$ cat src/rtl/dt_pkg.sv
package dt_pkg;
  localparam int CNT_W = 8;

  typedef enum logic [2:0] {
    A_CTRL  = 3'd0,
    A_STAT  = 3'd1,
    A_CNT_H = 3'd2,
    A_CNT_L = 3'd3,
    A_OCR_H = 3'd4,
    A_OCR_L = 3'd5
  } reg_addr_e;

  // one nibble of the status register per half
  typedef struct packed {
    logic ovf;
    logic cmf;
    logic ovie;
    logic cclr;
  } half_stat_t;
endpackage

$ cat src/rtl/dt_tick_gen.sv
module dt_tick_gen #(
  parameter int PRE_W  = 5,
  parameter int SYNC_N = 2
) (
  input  logic       clk_i,
  input  logic       rst_ni,
  input  logic       ext_i,
  input  logic [2:0] sel_i,
  input  logic       edge_rise_i,
  output logic       tick_o
);
  localparam int TAP_SLOW = PRE_W;
  localparam int TAP_MED  = PRE_W - 1;
  localparam int TAP_FAST = 2;
  localparam int TAP_MAX  = 1;

  logic [PRE_W-1:0]  pre_q;
  logic [SYNC_N-1:0] sync_q;
  logic              prev_q;
  logic              ext_lvl, ext_edge;

  function automatic logic tap_hit(input logic [PRE_W-1:0] p, input int n);
    logic [PRE_W-1:0] m;
    m = PRE_W'((1 << n) - 1);
    return (p & m) == m;
  endfunction

  always_ff @(posedge clk_i or negedge rst_ni) begin
    if (!rst_ni) begin
      pre_q  <= '0;
      sync_q <= '0;
      prev_q <= 1'b0;
    end else begin
      pre_q  <= pre_q + 1'b1;
      sync_q <= {sync_q[SYNC_N-2:0], ext_i};
      prev_q <= ext_lvl;
    end
  end

  assign ext_lvl  = sync_q[SYNC_N-1];
  assign ext_edge = edge_rise_i ? (ext_lvl & ~prev_q) : (~ext_lvl & prev_q);

  always_comb begin
    unique case (sel_i)
      3'b100:  tick_o = tap_hit(pre_q, TAP_SLOW);
      3'b101:  tick_o = tap_hit(pre_q, TAP_MED);
      3'b110:  tick_o = tap_hit(pre_q, TAP_FAST);
      3'b111:  tick_o = tap_hit(pre_q, TAP_MAX);
      default: tick_o = ext_edge;
    endcase
  end

  // with a steady source, ticks are single-cycle pulses
  assert_tick_single_R2: assert property (@(posedge clk_i) disable iff (!rst_ni)
    tick_o |=> (!$stable(sel_i) || !$stable(edge_rise_i) || !tick_o));
endmodule

$ cat src/rtl/dt_half.sv
module dt_half
  import dt_pkg::*;
(
  input  logic             clk_i,
  input  logic             rst_ni,
  input  logic             tick_i,
  input  logic             wr_cnt_i,
  input  logic             wr_ocr_i,
  input  logic             wr_stat_i,
  input  logic             rd_stat_i,
  input  logic [CNT_W-1:0] wdata_i,
  input  half_stat_t       wstat_i,
  output logic [CNT_W-1:0] cnt_o,
  output logic [CNT_W-1:0] ocr_o,
  output half_stat_t       stat_o,
  output logic             irq_o
);
  logic [CNT_W-1:0] cnt_q, ocr_q, cnt_inc, cnt_tick;
  logic ovf_q, cmf_q, ovie_q, cclr_q;
  logic arm_ovf_q, arm_cmf_q;
  logic match, wrap, adv, ovf_set, cmf_set;

  assign match    = (cnt_q == ocr_q);
  assign wrap     = (cnt_q == {CNT_W{1'b1}});
  assign adv      = tick_i & ~wr_cnt_i;
  assign cnt_inc  = cnt_q + 1'b1;
  assign cnt_tick = (cclr_q && match) ? '0 : cnt_inc;
  assign ovf_set  = adv & wrap;
  assign cmf_set  = adv & (cnt_tick == ocr_q);

  always_ff @(posedge clk_i or negedge rst_ni) begin
    if (!rst_ni) begin
      cnt_q <= '0;
      ocr_q <= '0;
    end else begin
      if (wr_cnt_i)    cnt_q <= wdata_i;
      else if (tick_i) cnt_q <= cnt_tick;
      if (wr_ocr_i)    ocr_q <= wdata_i;
    end
  end

  always_ff @(posedge clk_i or negedge rst_ni) begin
    if (!rst_ni) begin
      ovie_q <= 1'b0;
      cclr_q <= 1'b0;
    end else if (wr_stat_i) begin
      ovie_q <= wstat_i.ovie;
      cclr_q <= wstat_i.cclr;
    end
  end

  // hardware set > armed clear > arming read
  always_ff @(posedge clk_i or negedge rst_ni) begin
    if (!rst_ni) begin
      ovf_q     <= 1'b0;
      arm_ovf_q <= 1'b0;
    end else if (ovf_set) begin
      ovf_q     <= 1'b1;
      arm_ovf_q <= 1'b0;
    end else if (wr_stat_i) begin
      if (arm_ovf_q && !wstat_i.ovf) ovf_q <= 1'b0;
      arm_ovf_q <= 1'b0;
    end else if (rd_stat_i && ovf_q) begin
      arm_ovf_q <= 1'b1;
    end
  end

  always_ff @(posedge clk_i or negedge rst_ni) begin
    if (!rst_ni) begin
      cmf_q     <= 1'b0;
      arm_cmf_q <= 1'b0;
    end else if (cmf_set) begin
      cmf_q     <= 1'b1;
      arm_cmf_q <= 1'b0;
    end else if (wr_stat_i) begin
      if (arm_cmf_q && !wstat_i.cmf) cmf_q <= 1'b0;
      arm_cmf_q <= 1'b0;
    end else if (rd_stat_i && cmf_q) begin
      arm_cmf_q <= 1'b1;
    end
  end

  assign cnt_o  = cnt_q;
  assign ocr_o  = ocr_q;
  assign stat_o = '{ovf: ovf_q, cmf: cmf_q, ovie: ovie_q, cclr: cclr_q};
  assign irq_o  = ovf_q & ovie_q;

  assert_wrap_sets_ovf_R4: assert property (@(posedge clk_i) disable iff (!rst_ni)
    (tick_i && !wr_cnt_i && cnt_q == {CNT_W{1'b1}}) |=> (cnt_q == '0 && ovf_q));

  assert_cmp_sets_flag_R5: assert property (@(posedge clk_i) disable iff (!rst_ni)
    (tick_i && !wr_cnt_i && !(cclr_q && cnt_q == ocr_q) && !wr_ocr_i
     && CNT_W'(cnt_q + 1'b1) == ocr_q) |=> cmf_q);

  assert_clear_on_match_R6: assert property (@(posedge clk_i) disable iff (!rst_ni)
    (tick_i && !wr_cnt_i && cclr_q && cnt_q == ocr_q) |=> (cnt_q == '0));

  assert_ovf_hw_only_R8: assert property (@(posedge clk_i) disable iff (!rst_ni)
    (!ovf_q && !(tick_i && cnt_q == {CNT_W{1'b1}})) |=> !ovf_q);

  assert_cmf_hw_only_R8: assert property (@(posedge clk_i) disable iff (!rst_ni)
    (!cmf_q && !tick_i) |=> !cmf_q);

  assert_ovf_needs_arm_R9: assert property (@(posedge clk_i) disable iff (!rst_ni)
    (ovf_q && !arm_ovf_q) |=> ovf_q);

  assert_cmf_needs_arm_R9: assert property (@(posedge clk_i) disable iff (!rst_ni)
    (cmf_q && !arm_cmf_q) |=> cmf_q);

  assert_count_write_wins_R12: assert property (@(posedge clk_i) disable iff (!rst_ni)
    wr_cnt_i |=> (cnt_q == $past(wdata_i)));
endmodule

$ cat src/rtl/dual_timer8.sv
module dual_timer8
  import dt_pkg::*;
#(
  parameter int PRE_W  = 5,
  parameter int SYNC_N = 2
) (
  input  logic             clk_i,
  input  logic             rst_ni,
  input  logic             ext_evt_i,
  input  logic             we_i,
  input  logic             re_i,
  input  logic [2:0]       addr_i,
  input  logic [CNT_W-1:0] wdata_i,
  output logic [CNT_W-1:0] rdata_o,
  output logic             irq_hi_o,
  output logic             irq_lo_o
);
  localparam int N_HALF = 2;
  localparam int HI     = 1;
  localparam int LO     = 0;

  logic [2:0]       sel_q;
  logic             edge_rise_q;
  logic             tick;
  logic             wr_stat, rd_stat;
  logic [CNT_W-1:0] cnt   [N_HALF];
  logic [CNT_W-1:0] ocr   [N_HALF];
  half_stat_t       stat  [N_HALF];
  logic [N_HALF-1:0] irq;

  assign wr_stat = we_i && (addr_i == A_STAT);
  assign rd_stat = re_i && (addr_i == A_STAT);

  always_ff @(posedge clk_i or negedge rst_ni) begin
    if (!rst_ni) begin
      sel_q       <= '0;
      edge_rise_q <= 1'b0;
    end else if (we_i && addr_i == A_CTRL) begin
      sel_q       <= wdata_i[2:0];
      edge_rise_q <= wdata_i[3];
    end
  end

  dt_tick_gen #(.PRE_W(PRE_W), .SYNC_N(SYNC_N)) u_tick (
    .clk_i       (clk_i),
    .rst_ni      (rst_ni),
    .ext_i       (ext_evt_i),
    .sel_i       (sel_q),
    .edge_rise_i (edge_rise_q),
    .tick_o      (tick)
  );

  for (genvar h = 0; h < N_HALF; h++) begin : g_half
    localparam logic [2:0] CNT_A = (h == HI) ? A_CNT_H : A_CNT_L;
    localparam logic [2:0] OCR_A = (h == HI) ? A_OCR_H : A_OCR_L;

    dt_half u_half (
      .clk_i     (clk_i),
      .rst_ni    (rst_ni),
      .tick_i    (tick),
      .wr_cnt_i  (we_i && addr_i == CNT_A),
      .wr_ocr_i  (we_i && addr_i == OCR_A),
      .wr_stat_i (wr_stat),
      .rd_stat_i (rd_stat),
      .wdata_i   (wdata_i),
      .wstat_i   (half_stat_t'(wdata_i[4*h +: 4])),
      .cnt_o     (cnt[h]),
      .ocr_o     (ocr[h]),
      .stat_o    (stat[h]),
      .irq_o     (irq[h])
    );
  end

  assign irq_hi_o = irq[HI];
  assign irq_lo_o = irq[LO];

  always_comb begin
    case (addr_i)
      A_CTRL:  rdata_o = {4'b0, edge_rise_q, sel_q};
      A_STAT:  rdata_o = {stat[HI], stat[LO]};
      A_CNT_H: rdata_o = cnt[HI];
      A_CNT_L: rdata_o = cnt[LO];
      A_OCR_H: rdata_o = ocr[HI];
      A_OCR_L: rdata_o = ocr[LO];
      default: rdata_o = '0;
    endcase
  end

  assert_irq_follows_stat_R11: assert property (@(posedge clk_i) disable iff (!rst_ni)
    (irq_lo_o == (stat[LO].ovf && stat[LO].ovie)) && (irq_hi_o == (stat[HI].ovf && stat[HI].ovie)));
endmodule

$ cat config.mk
export PLATFORM = sky130hd
export DESIGN_NAME = dual_timer8
export DESIGN_NICKNAME = d
export VERILOG_FILES = /design/src/rtl/dt_pkg.sv /design/src/rtl/dt_tick_gen.sv /design/src/rtl/dt_half.sv /design/src/rtl/dual_timer8.sv
export SDC_FILE = /design/constraint.sdc
export NUM_CORES = 1
export LEC_CHECK = 0
export ABC_AREA = 1
export BUFFER_PORTS_ARGS = -buffer_cell sky130_fd_sc_hd__buf_4
export CORE_MARGIN = 2
export CORE_UTILIZATION = 64
export CTS_CLUSTER_SIZE = 28
export DETAILED_ROUTE_END_ITERATION = 8
export PLACE_DENSITY = 0.84
export SYNTH_ARGS = -nofsm -noshare
export SYNTH_HDL_FRONTEND = slang
export SYNTH_SLANG_ARGS = --single-unit
$ cat constraint.sdc
create_clock -name clk_i -period 5.3 [get_ports clk_i]
set_input_delay 1.59 -clock clk_i [delete_from_list [all_inputs] [get_ports clk_i]]
set_output_delay 1.59 -clock clk_i [all_outputs]
set_load 0.02 [all_outputs]
==> metrics.md, run 1 <==
| Metric | Value |
|---|---|
| Drt initial violations | `270` |
| Register area share after synthesis | `38.44%` |
| Clk slew on worst S/H paths | `100 ps` |
| Total Routed Length | `9.734 mm` |
| CTS buffer count | `5` |
| Vias per std cell | `5.690` |
| Yosys warning total | `0` |
| Slowest CP cell | `a221oi_1` |
| Port bufs | `25` |
| Rows | `27` |
| Worst hold path depth | `0` |
| Initial core utilization | `66.21%` |
| Top cell type's share of synthesized area | `38.44%` |
| Clk sinks | `56` |
| Crit path launch | `addr_i[0]` |
| Pwr/cell area | `444.1 mW/mm^2` |
| Max VDD drop | `0.2626 mV` |
| Switching part of the total | `46.68%` |
| First-pass GRT wire length | `15.94 mm` |
| Leading cell types by count after synthesis | `166 x nand2_1, 82 x inv_1, 56 x dfrtp_1` |
| I/O Pins | `26` |
| Worst r2r src | `u_tick.pre_q[0]` |
| Synth Register Bits | `56` |
| Switching Power | `825.3 uW` |
| Syn Inst Count | `524` |
| Overflow after GRT | `0` |
| Drt first pass iters | `4` |
| Die Y | `79.48 um` |
| Logic pwr share | `47.5%` |
| WP buf/inv | `4` |
| Finish-stage setup viols | `0` |
| Cell mode on critical path | `buf_4` |
| Largest area contributor in the netlist | `dfrtp_1` |
| CTS Root Cell | `clkbuf_8` |
| Fin crit period | `4560 ps` |
| CP delay by family, top | `buffers and inverters` |
| Synthesized area per cell | `6.958 sq um` |
| Netlist cell types | `36` |
| Post-route setup TNS | `0 ps` |
| Startpoint type of the worst setup path | `input port` |
| Cell area after synthesis | `0.003646 sq mm` |
| Outcome | `finished clean` |
| ANT cells | `0` |
| Antenna violations before repair | `0` |
| DPL Wire Length | `7.601 mm` |
| Critical Path Sink Type | `primary output` |
| Worst-Skew Late Latency | `320 ps` |
| Max Fanout on Critical Path | `9` |
| Clk pwr share | `13.4%` |
| Power Internal | `942.8 uW` |
| Leakage | `2.104 nW` |
| Nets | `570` |
| Critical Path RT | `3710 ps` |
| # Max-Cap Violations | `0` |
| Number of nets with antenna violations after routing | `0` |
| Share of cells above drive strength 1 | `11.25%` |
| Largest net degree at the start of global routing | `57` |
| Synth top area cells | `dfrtp_1 38%, nand2_1 17%, inv_1 8.4%` |
| Routed via count | `3,545` |
| Vias in the first global route | `3,377` |
| Post-synth EDFFs | `0` |
| Worst slew pin tran | `741.6 ps` |
| Clock Tree Buf Depth | `2` |
| Min-Delay Path Class | `flop to flop` |
| Hold Fails Final Rpt | `0` |
| Prevailing post-synth register cell | `dfrtp_1` |
| CP Data Arrival Time | `2970 ps` |
| Core ar. | `0.005507 sq mm` |
| R2R cell count | `11` |
| Post-Syn Nets | `544` |
| CTS hold repair buffers | `0` |
| CP peak stage delay | `340 ps` |
| Flop pwr share | `39.1%` |
| WL/cell | `15.62 um` |
| Count leader, synth | `nand2_1` |
| Placer Congestion | `0.9564` |
| CP Class | `input port to primary output` |
| CTS tree | `yes` |
| Die area | `0.006316 sq mm` |
| Rel. slew slack | `50.38%` |
| Layout area overhead | `9.197%` |
| GR Util All Layers | `33.09%` |
| Crit path cell chain | `buf_4 -> inv_1 -> nor2_1 -> nand2_1 -> clkinv_1 -> a221oi_1 -> o221ai_1 -> buf_4` |
| DRC | `0` |
| Postcts setup bufs | `0` |
| Clock Skews | `8.816 ps` |
| Fmax | `219.3 MHz` |
| Worst path depth | `8` |
| H-Tree Level Count | `2` |
| Worst hold slack | `360.4 ps` |
| Final period utilization | `86.03%` |
| Hold wc startpoint | `u_tick.sync_q[0]` |
| Final-report max-slew violation count | `0` |
| Fraction of registers with async set/reset | `100.0%` |
| Post-CTS Resized | `0` |
| Die span in x | `79.48 um` |
| RSZ-0062 raised after global routing | `false` |
through the flow:
| stage | area [sq um] | worst slack, ps | power (mW) | util [%] | std cells |
|---|---|---|---|---|---|
| finish | 3981 | 740.4 | 1.768 | 72.30 | 623 |
| global route | 3981 | 608.6 | 1.912 | 72.30 | 623 |
| CTS | 3981 | 778.7 | 1.753 | 72.30 | 623 |
| detailed placement | 3892 | 785.8 | 1.521 | 70.69 | 615 |
| global placement | 3892 | 834.3 | 1.496 | 70.69 | 615 |
| floorplan | 3646 | 1159 | 1.301 | - | 524 |
flip-flops by register name (all words and copies together) (netlist names):
| name | count |
|---|---|
| g_half.u_half.arm_ovf_q | 2 |
| u_tick.prev_q | 1 |
| g_half.u_half.cnt_o | 16 |
| g_half.u_half.arm_cmf_q | 2 |
| g_half.u_half.ovie_q | 2 |
| g_half.u_half.ovf_q | 2 |
| u_tick.pre_q | 5 |
| edge_rise_q | 1 |
| g_half.u_half.cclr_q | 2 |
| sel_q | 3 |
| g_half.u_half.ocr_o | 16 |
| u_tick.sync_q | 2 |
| g_half.u_half.cmf_q | 2 |
power by group through the flow:
stage                     Clock, mW  Sequential, mW  Combinational (mW)
final                         0.237           0.691               0.839
after floorplan                   0           0.630               0.671
after detailed placement          0           0.693               0.828
after global routing          0.254           0.706               0.952
after global placement            0           0.690               0.806
after CTS                     0.235           0.685               0.834
layout make-up:
cell class / instances / area [sq um]
Inverter: 92 / 345.3
Clock inverter: 2 / 16.27
Timing Repair Buffer: 25 / 187.7
Tap cell: 72 / 90.09
Fill cell: 490 / 1525
Multi-Input combinational cell: 370 / 1868
Sequential cell: 56 / 1401
Clock buffer: 6 / 72.57
cell usage in the layout (no fill, tap or decap), types with 3 or more instances in the layout:
master / instances
dfrtp_1: 56
ha_1: 4
a221oi_1: 3
nand3_1: 37
nand3_2: 5
o211ai_1: 9
nand2_2: 3
nor2_2: 7
xnor2_1: 5
a22oi_1: 3
o22ai_1: 7
clkbuf_8: 5
inv_1: 82
nor2_1: 35
o221ai_1: 11
o21ai_0: 33
buf_4: 25
nand2_1: 166
o31ai_1: 3
a21oi_1: 13
inv_2: 9
xor2_1: 7
cells by family (layout without fill, tap and decap cells):
family | after synthesis | count (layout) | share of synthesized area [%]
fa+ha+maj | 4 | 4 | 1.373
buf+inv | 98 | 125 | 10.33
compound gates | 91 | 91 | 15.92
flops | 56 | 56 | 38.44
xor+xnor | 13 | 13 | 3.329
simple gates | 262 | 262 | 30.61
path summary, 6_finish.rpt:
path	to	slack, ps
hold reg to reg	u_tick.sync_q[1]	360
min in group asynchronous	g_half[0].u_half.ocr_o[1]	1310
max in group asynchronous	g_half[1].u_half.cnt_o[6]	3530
hold / removal	u_tick.sync_q[1]	360
setup reg to reg	g_half[0].u_half.cnt_o[0]	2860
setup / recovery	rdata_o[0]	740
routing by layer:
layer | vias up | wire [um] | track usage (%)
met1 | 1637 | 4236 | 44.72
met3 | 27 | 666 | 5.317
met4 | 0 | 284 | 13.45
met5 | - | 0 | 0
li1 | 1735 | - | -
met2 | 146 | 4547 | 53.11
No activity file was read; power rests on OpenSTA's default activity.
==> run 2, diff against run 1 <==
Settings changed: ABC_AREA 1 to unset.
==> metrics.md, run 2 <==
| Metric | Value |
|---|---|
| Outcome | `finished clean` |
| Total Routed Length | `9.122 mm` |
| Placer Congestion | `0.8700` |
| Drt first pass iters | `5` |
| Pwr/cell area | `442.3 mW/mm^2` |
| Register area share after synthesis | `37.35%` |
| Fin crit period | `4573 ps` |
| Post-Syn Nets | `412` |
| Largest net degree at the start of global routing | `57` |
| Netlist cell types | `69` |
| WL met1 | `4.049 mm` |
| Leading cell types by count after synthesis | `56 x dfrtp_1, 29 x mux2_2, 27 x a21oi_1` |
| Max VDD drop | `0.2675 mV` |
| CP peak stage delay | `520 ps` |
| DPL Wire Length | `6.398 mm` |
| Clock Skews | `8.549 ps` |
| Synth Register Bits | `56` |
| Count leader, synth | `dfrtp_1` |
| WP buf/inv | `2` |
| Post-synth EDFFs | `0` |
| Final-report max-slew violation count | `0` |
| Share of cells above drive strength 1 | `19.85%` |
| Crit path cell chain | `buf_4 -> nor2b_1 -> a22oi_1 -> o22ai_1 -> buf_4` |
| Fraction of registers with async set/reset | `100.0%` |
| Overflow after GRT | `0` |
| Final period utilization | `86.29%` |
| Fmax | `218.7 MHz` |
| Clock Tree Buf Depth | `2` |
| CP delay by family, top | `simple AND/OR/NAND/NOR gates` |
| Number of nets with antenna violations after routing | `0` |
| Clk sinks | `56` |
| Final instance area | `0.003964 sq mm` |
| Nets | `417` |
| Post-route setup TNS | `0 ps` |
| Antenna violations before repair | `0` |
| Post-CTS Resized | `0` |
| Min-Delay Path Class | `flop to flop` |
| Critical Path Sink Type | `primary output` |
| Rel. slew slack | `51.21%` |
| # Max-Cap Violations | `0` |
| Rows | `27` |
| Fillers | `435` |
| Initial core utilization | `67.32%` |
| Synthesized area per cell | `9.572 sq um` |
| Startpoint type of the worst setup path | `input port` |
| Routed length on met3 | `589 um` |
| CP Class | `input port to primary output` |
| Postcts setup bufs | `0` |
| Syn Inst Count | `392` |
| Port bufs | `25` |
| CTS tree | `yes` |
| Max Fanout on Critical Path | `23` |
| # placed instances | `462` |
| CP Data Arrival Time | `2980 ps` |
| Critical Path RT | `3710 ps` |
| First-pass GRT wire length | `15.21 mm` |
| Vias per std cell | `6.736` |
| Top Layer Used | `met4` |
| Leakage | `1.641 nW` |
| Top cell type's share of synthesized area | `37.35%` |
| Cell mode on critical path | `buf_4` |
| Die span in x | `80.57 um` |
| Met2 WL | `4.305 mm` |
| CTS Root Cell | `clkbuf_8` |
| CTS hold repair buffers | `0` |
| Final std cells w/o fill | `470` |
| I/O Pins | `26` |
| Routed via count | `3,166` |
| DRC | `0` |
| Multi-input gate area | `0.002165 sq mm` |
| GR Util All Layers | `30.74%` |
| Drt initial violations | `335` |
| End-of-flow core utilization | `71.11%` |
| Largest area contributor in the netlist | `dfrtp_1` |
| Worst slew pin tran | `729.5 ps` |
| Worst-Skew Late Latency | `320 ps` |
| Cell area after synthesis | `0.003752 sq mm` |
| Slowest CP cell | `nor2b_1` |
| Die area | `0.006492 sq mm` |
| Hold Fails Final Rpt | `0` |
| H-Tree Level Count | `2` |
| Worst hold slack | `365.2 ps` |
| Most common cell after layout, fill and taps aside | `dfrtp_1` |
| Prevailing post-synth register cell | `dfrtp_1` |
| Vias in the first global route | `2,958` |
| Synth top area cells | `dfrtp_1 37%, mux2_2 8.7%, xnor2_1 3.7%` |
| CTS buffer count | `5` |
| Finish-stage setup viols | `0` |
| WL/cell | `19.41 um` |
| DP Area | `0.003874 sq mm` |
| RSZ-0062 raised after global routing | `false` |
| Yosys warning total | `0` |
| ANT cells | `0` |
| Die Y | `80.57 um` |
| Reg area | `0.001401 sq mm` |
| Clk slew on worst S/H paths | `100 ps` |
| Most frequent cells in the layout | `56 x dfrtp_1, 29 x mux2_2, 27 x a21oi_1` |
| Core ar. | `0.005574 sq mm` |
| Layout area overhead | `5.635%` |
[run 2: cell count changes after synthesis, moves of 9 or more]
cell and delta:
nor3_1 +9, nor2_1 -10, o221ai_1 -10, mux2_2 +29
inv_2 -9, nand2_1 -140, a21oi_1 +14, inv_1 -76
xnor2_1 +11, mux2i_1 +9, nand3_1 -26
[run 2: area by class of cell]
cell class                      count  area share, %
Inverter                            6         0.5682
Clock inverter                      3         0.5366
Sequential cell                    56          35.35
Timing Repair Buffer               26          4.924
Multi-Input combinational cell    302          54.61
Tap cell                           72          2.273
Clock buffer                        5          1.736
[run 2: path summary, 6_finish.rpt]
check	cells past startpoint	slack, ps	start	to
min	0	370	u_tick.sync_q[0]	u_tick.sync_q[1]
max	5	730	addr_i[0]	rdata_o[7]
min reg2reg	0	370	u_tick.sync_q[0]	u_tick.sync_q[1]
max in group asynchronous	1	3500	rst_ni	sel_q[2]
max reg2reg	9	2680	u_tick.pre_q[0]	g_half[1].u_half.cnt_o[6]
min in group asynchronous	1	1320	rst_ni	g_half[1].u_half.arm_ovf_q
[run 2: stage by stage]
step           power (mW)  setup WS [ps]
2_1_floorplan       1.340          928.6
3_3_place_gp        1.468          879.8
3_5_place_dp        1.501          828.2
4_1_cts             1.744          796.3
5_1_grt             1.866          637.2
6_report            1.753          726.6
[run 2: kinds of logic (layout without fill, tap and decap cells)]
logic type / count (synthesis) / count (layout) / share of synthesized area (%)
flops: 56 / 56 / 37.35
compound gates: 98 / 98 / 16.81
xor+xnor: 27 / 27 / 7.236
buf+inv: 34 / 40 / 4.968
simple gates: 134 / 134 / 20.61
fa+ha+maj: 4 / 4 / 1.334
mux: 39 / 39 / 11.70
[run 2: report_power, final]
group	switching, mW	internal, mW	total (mW)
registers	0.230	0.538	0.767
logic	0.370	0.371	0.741
clock network	0.150	0.0943	0.245
total	0.750	1.00	1.75
[run 2: metal layers]
metal / global-route usage [%] / vias up
li1: - / 1453
met1: 43.57 / 1550
met2: 48.17 / 145
met3: 4.045 / 18
met4: 11.53 / 0
met5: 0 / -
==> run 3, diff against run 2 <==
Settings changed: SYNTH_HIERARCHICAL set to 1.
==> metrics.md, run 3 <==
| Metric | Value |
|---|---|
| Outcome | `finished clean` |
| Placer Congestion | `0.9501` |
| Final-report max-slew violation count | `0` |
| Initial core utilization | `65.91%` |
| Post-Syn Nets | `438` |
| Register area share after synthesis | `35.91%` |
| Worst slew pin tran | `961.5 ps` |
| Clk pwr share | `14.6%` |
| Post-CTS Resized | `0` |
| Cell area after synthesis | `0.003902 sq mm` |
| Final period utilization | `81.85%` |
| Die Y | `82.09 um` |
| Die area | `0.006738 sq mm` |
| Number of nets with antenna violations after routing | `0` |
| # Max-Cap Violations | `0` |
| Largest net degree at the start of global routing | `57` |
| CP Data Arrival Time | `2750 ps` |
| CTS buffer count | `5` |
| Critical Path RT | `3710 ps` |
| Prevailing post-synth register cell | `dfrtp_1` |
| Share of cells above drive strength 1 | `17.10%` |
| Vias in the first global route | `3,253` |
| Antenna violations before repair | `0` |
| Drt first pass iters | `5` |
| I/O Pins | `26` |
| Clk slew on worst S/H paths | `100 ps` |
| Max VDD drop | `0.2223 mV` |
| Power Internal | `956.8 uW` |
| Yosys warning total | `6` |
| R2R cell count | `13` |
| CTS Root Cell | `clkbuf_8` |
| Die span in x | `82.09 um` |
| H-Tree Level Count | `2` |
| Flop pwr share | `45.0%` |
| Logic pwr share | `40.4%` |
| Total Routed Length | `10.02 mm` |
| Final instance area | `0.004059 sq mm` |
| Clock Tree Buf Depth | `2` |
| Routed via count | `3,362` |
| Synth Register Bits | `56` |
| Core ar. | `0.005921 sq mm` |
| Fin crit period | `4338 ps` |
| Count leader, synth | `dfrtp_1` |
| Rows | `28` |
| Worst-Skew Late Latency | `320 ps` |
| Synth top area cells | `dfrtp_1 36%, mux2_2 5.8%, o21ai_0 5.6%` |
| CTS hold repair buffers | `0` |
| Netlist cell types | `49` |
| First-pass GRT wire length | `16.24 mm` |
| Pwr/cell area | `420.4 mW/mm^2` |
| Layout area overhead | `4.008%` |
| ANT cells | `0` |
| GR Util All Layers | `32.36%` |
| DP Area | `0.003969 sq mm` |
| Finish-stage setup viols | `0` |
| CP Class | `input port to primary output` |
| DPL Wire Length | `7.071 mm` |
| Critical Path Sink Type | `primary output` |
| Rel. slew slack | `35.41%` |
| Post-synth EDFFs | `0` |
| Overflow after GRT | `0` |
| Drt initial violations | `380` |
| Vias per std cell | `6.778` |
| Clk sinks | `56` |
| Min-Delay Path Class | `flop to flop` |
| Fmax | `230.5 MHz` |
| DRC | `0` |
| Hold Fails Final Rpt | `0` |
| Nets | `440` |
| Switching part of the total | `43.93%` |
| Startpoint type of the worst setup path | `input port` |
| Clock Skews | `6.334 ps` |
| Largest area contributor in the netlist | `dfrtp_1` |
| Syn Inst Count | `418` |
| Post-route setup TNS | `0 ps` |
| RSZ-0062 raised after global routing | `false` |
| Max Fanout on Critical Path | `26` |
| Fraction of registers with async set/reset | `100.0%` |
| Leakage | `1.629 nW` |
| Worst hold path depth | `0` |
| Switching Power | `749.7 uW` |
| Postcts setup bufs | `0` |
| Most frequent cells in the layout | `56 x dfrtp_1, 44 x o21ai_0, 39 x nand2_1` |
| Most common cell after layout, fill and taps aside | `dfrtp_1` |
| Synthesized area per cell | `9.336 sq um` |
| Leading cell types by count after synthesis | `56 x dfrtp_1, 44 x o21ai_0, 39 x nand2_1` |
| Top cell type's share of synthesized area | `35.91%` |
| WL/cell | `20.20 um` |
| CTS tree | `yes` |
| Port bufs | `25` |
[run 3: cell types whose count changed in the layout (fill, tap and decap cells not counted), sizes merged, moves of 6 or more]
| cell | previous run | this run |
|---|---|---|
| nor2b | 6 | 12 |
| o221ai | 1 | 10 |
| nand2 | 26 | 39 |
| xnor2 | 16 | 25 |
| o21ai | 27 | 46 |
| nor4 | 8 | 2 |
| xor2 | 9 | 3 |
| a22oi | 5 | 14 |
| mux2i | 9 | 19 |
| o22ai | 6 | 0 |
| mux2 | 29 | 20 |
| a21oi | 27 | 8 |
[run 3: final timing paths]
kind                             startpoint                    endpoint  slack, ps
setup / recovery                  addr_i[0]                  rdata_o[7]        960
hold / removal             u_tick/sync_q[0]            u_tick/sync_q[1]        370
min in group asynchronous            rst_ni   g_half[1].u_half/cnt_o[4]       1310
max in group asynchronous            rst_ni               u_tick/prev_q       3500
hold reg to reg            u_tick/sync_q[0]            u_tick/sync_q[1]        370
setup reg to reg            u_tick/pre_q[0]  g_half[1].u_half/arm_cmf_q       2300
[run 3: cell families after synthesis]
group                      Yosys count  synth area share, %
AOI/OAI and AO/OA                  104                18.50
xor gates and xnor gates            28                6.669
adders and majority gates            4                1.283
buffers and inverters               43                7.054
DFF                                 56                35.91
muxes                               39                10.64
and+or+nand+nor                    144                19.94
[run 3: power by group through the flow]
stage / clock network [mW] / logic (mW) / registers (mW)
floorplan: 0 / 0.666 / 0.629
global placement: 0 / 0.647 / 0.766
detailed placement: 0 / 0.667 / 0.767
CTS: 0.251 / 0.676 / 0.758
global route: 0.268 / 0.763 / 0.784
finish: 0.249 / 0.690 / 0.767
[run 3: metal layers]
metal	wire length [um]	vias up	global-route usage, %
li1	-	1524	-
met1	4140	1617	44.99
met2	4731	191	50.98
met3	895	30	5.495
met4	250	0	11.83
met5	0	-	0
[run 3: area by class of cell]
| cell class | instances | area, sq um |
|---|---|---|
| multi-input combinational | 319 | 2226 |
| inverter | 10 | 37.54 |
| sequential | 56 | 1401 |
| timing repair buffer | 28 | 210.2 |
| clock inverter | 2 | 17.52 |
| fill | 450 | 1862 |
| clock buffer | 6 | 72.57 |
| tap | 75 | 93.84 |
[run 3: through the flow]
stage / hold slack (ps) / setup slack (ps) / power [mW] / utilization [%] / cells
after floorplan: 331.2 / 1246 / 1.295 / - / 418
after detailed placement: 337.2 / 1013 / 1.434 / 67.03 / 488
after global placement: 343.1 / 1102 / 1.413 / 67.03 / 488
after global routing: 374.8 / 941.7 / 1.815 / 68.55 / 496
after CTS: 372.2 / 1006 / 1.685 / 68.55 / 496
final: 373.3 / 961.8 / 1.707 / 68.55 / 496
[run 3: critical path: stages]
cell and delay, ps:
buf_4 290, nor2b_1 270, a22oi_1 120, o221ai_1 260
buf_4 200
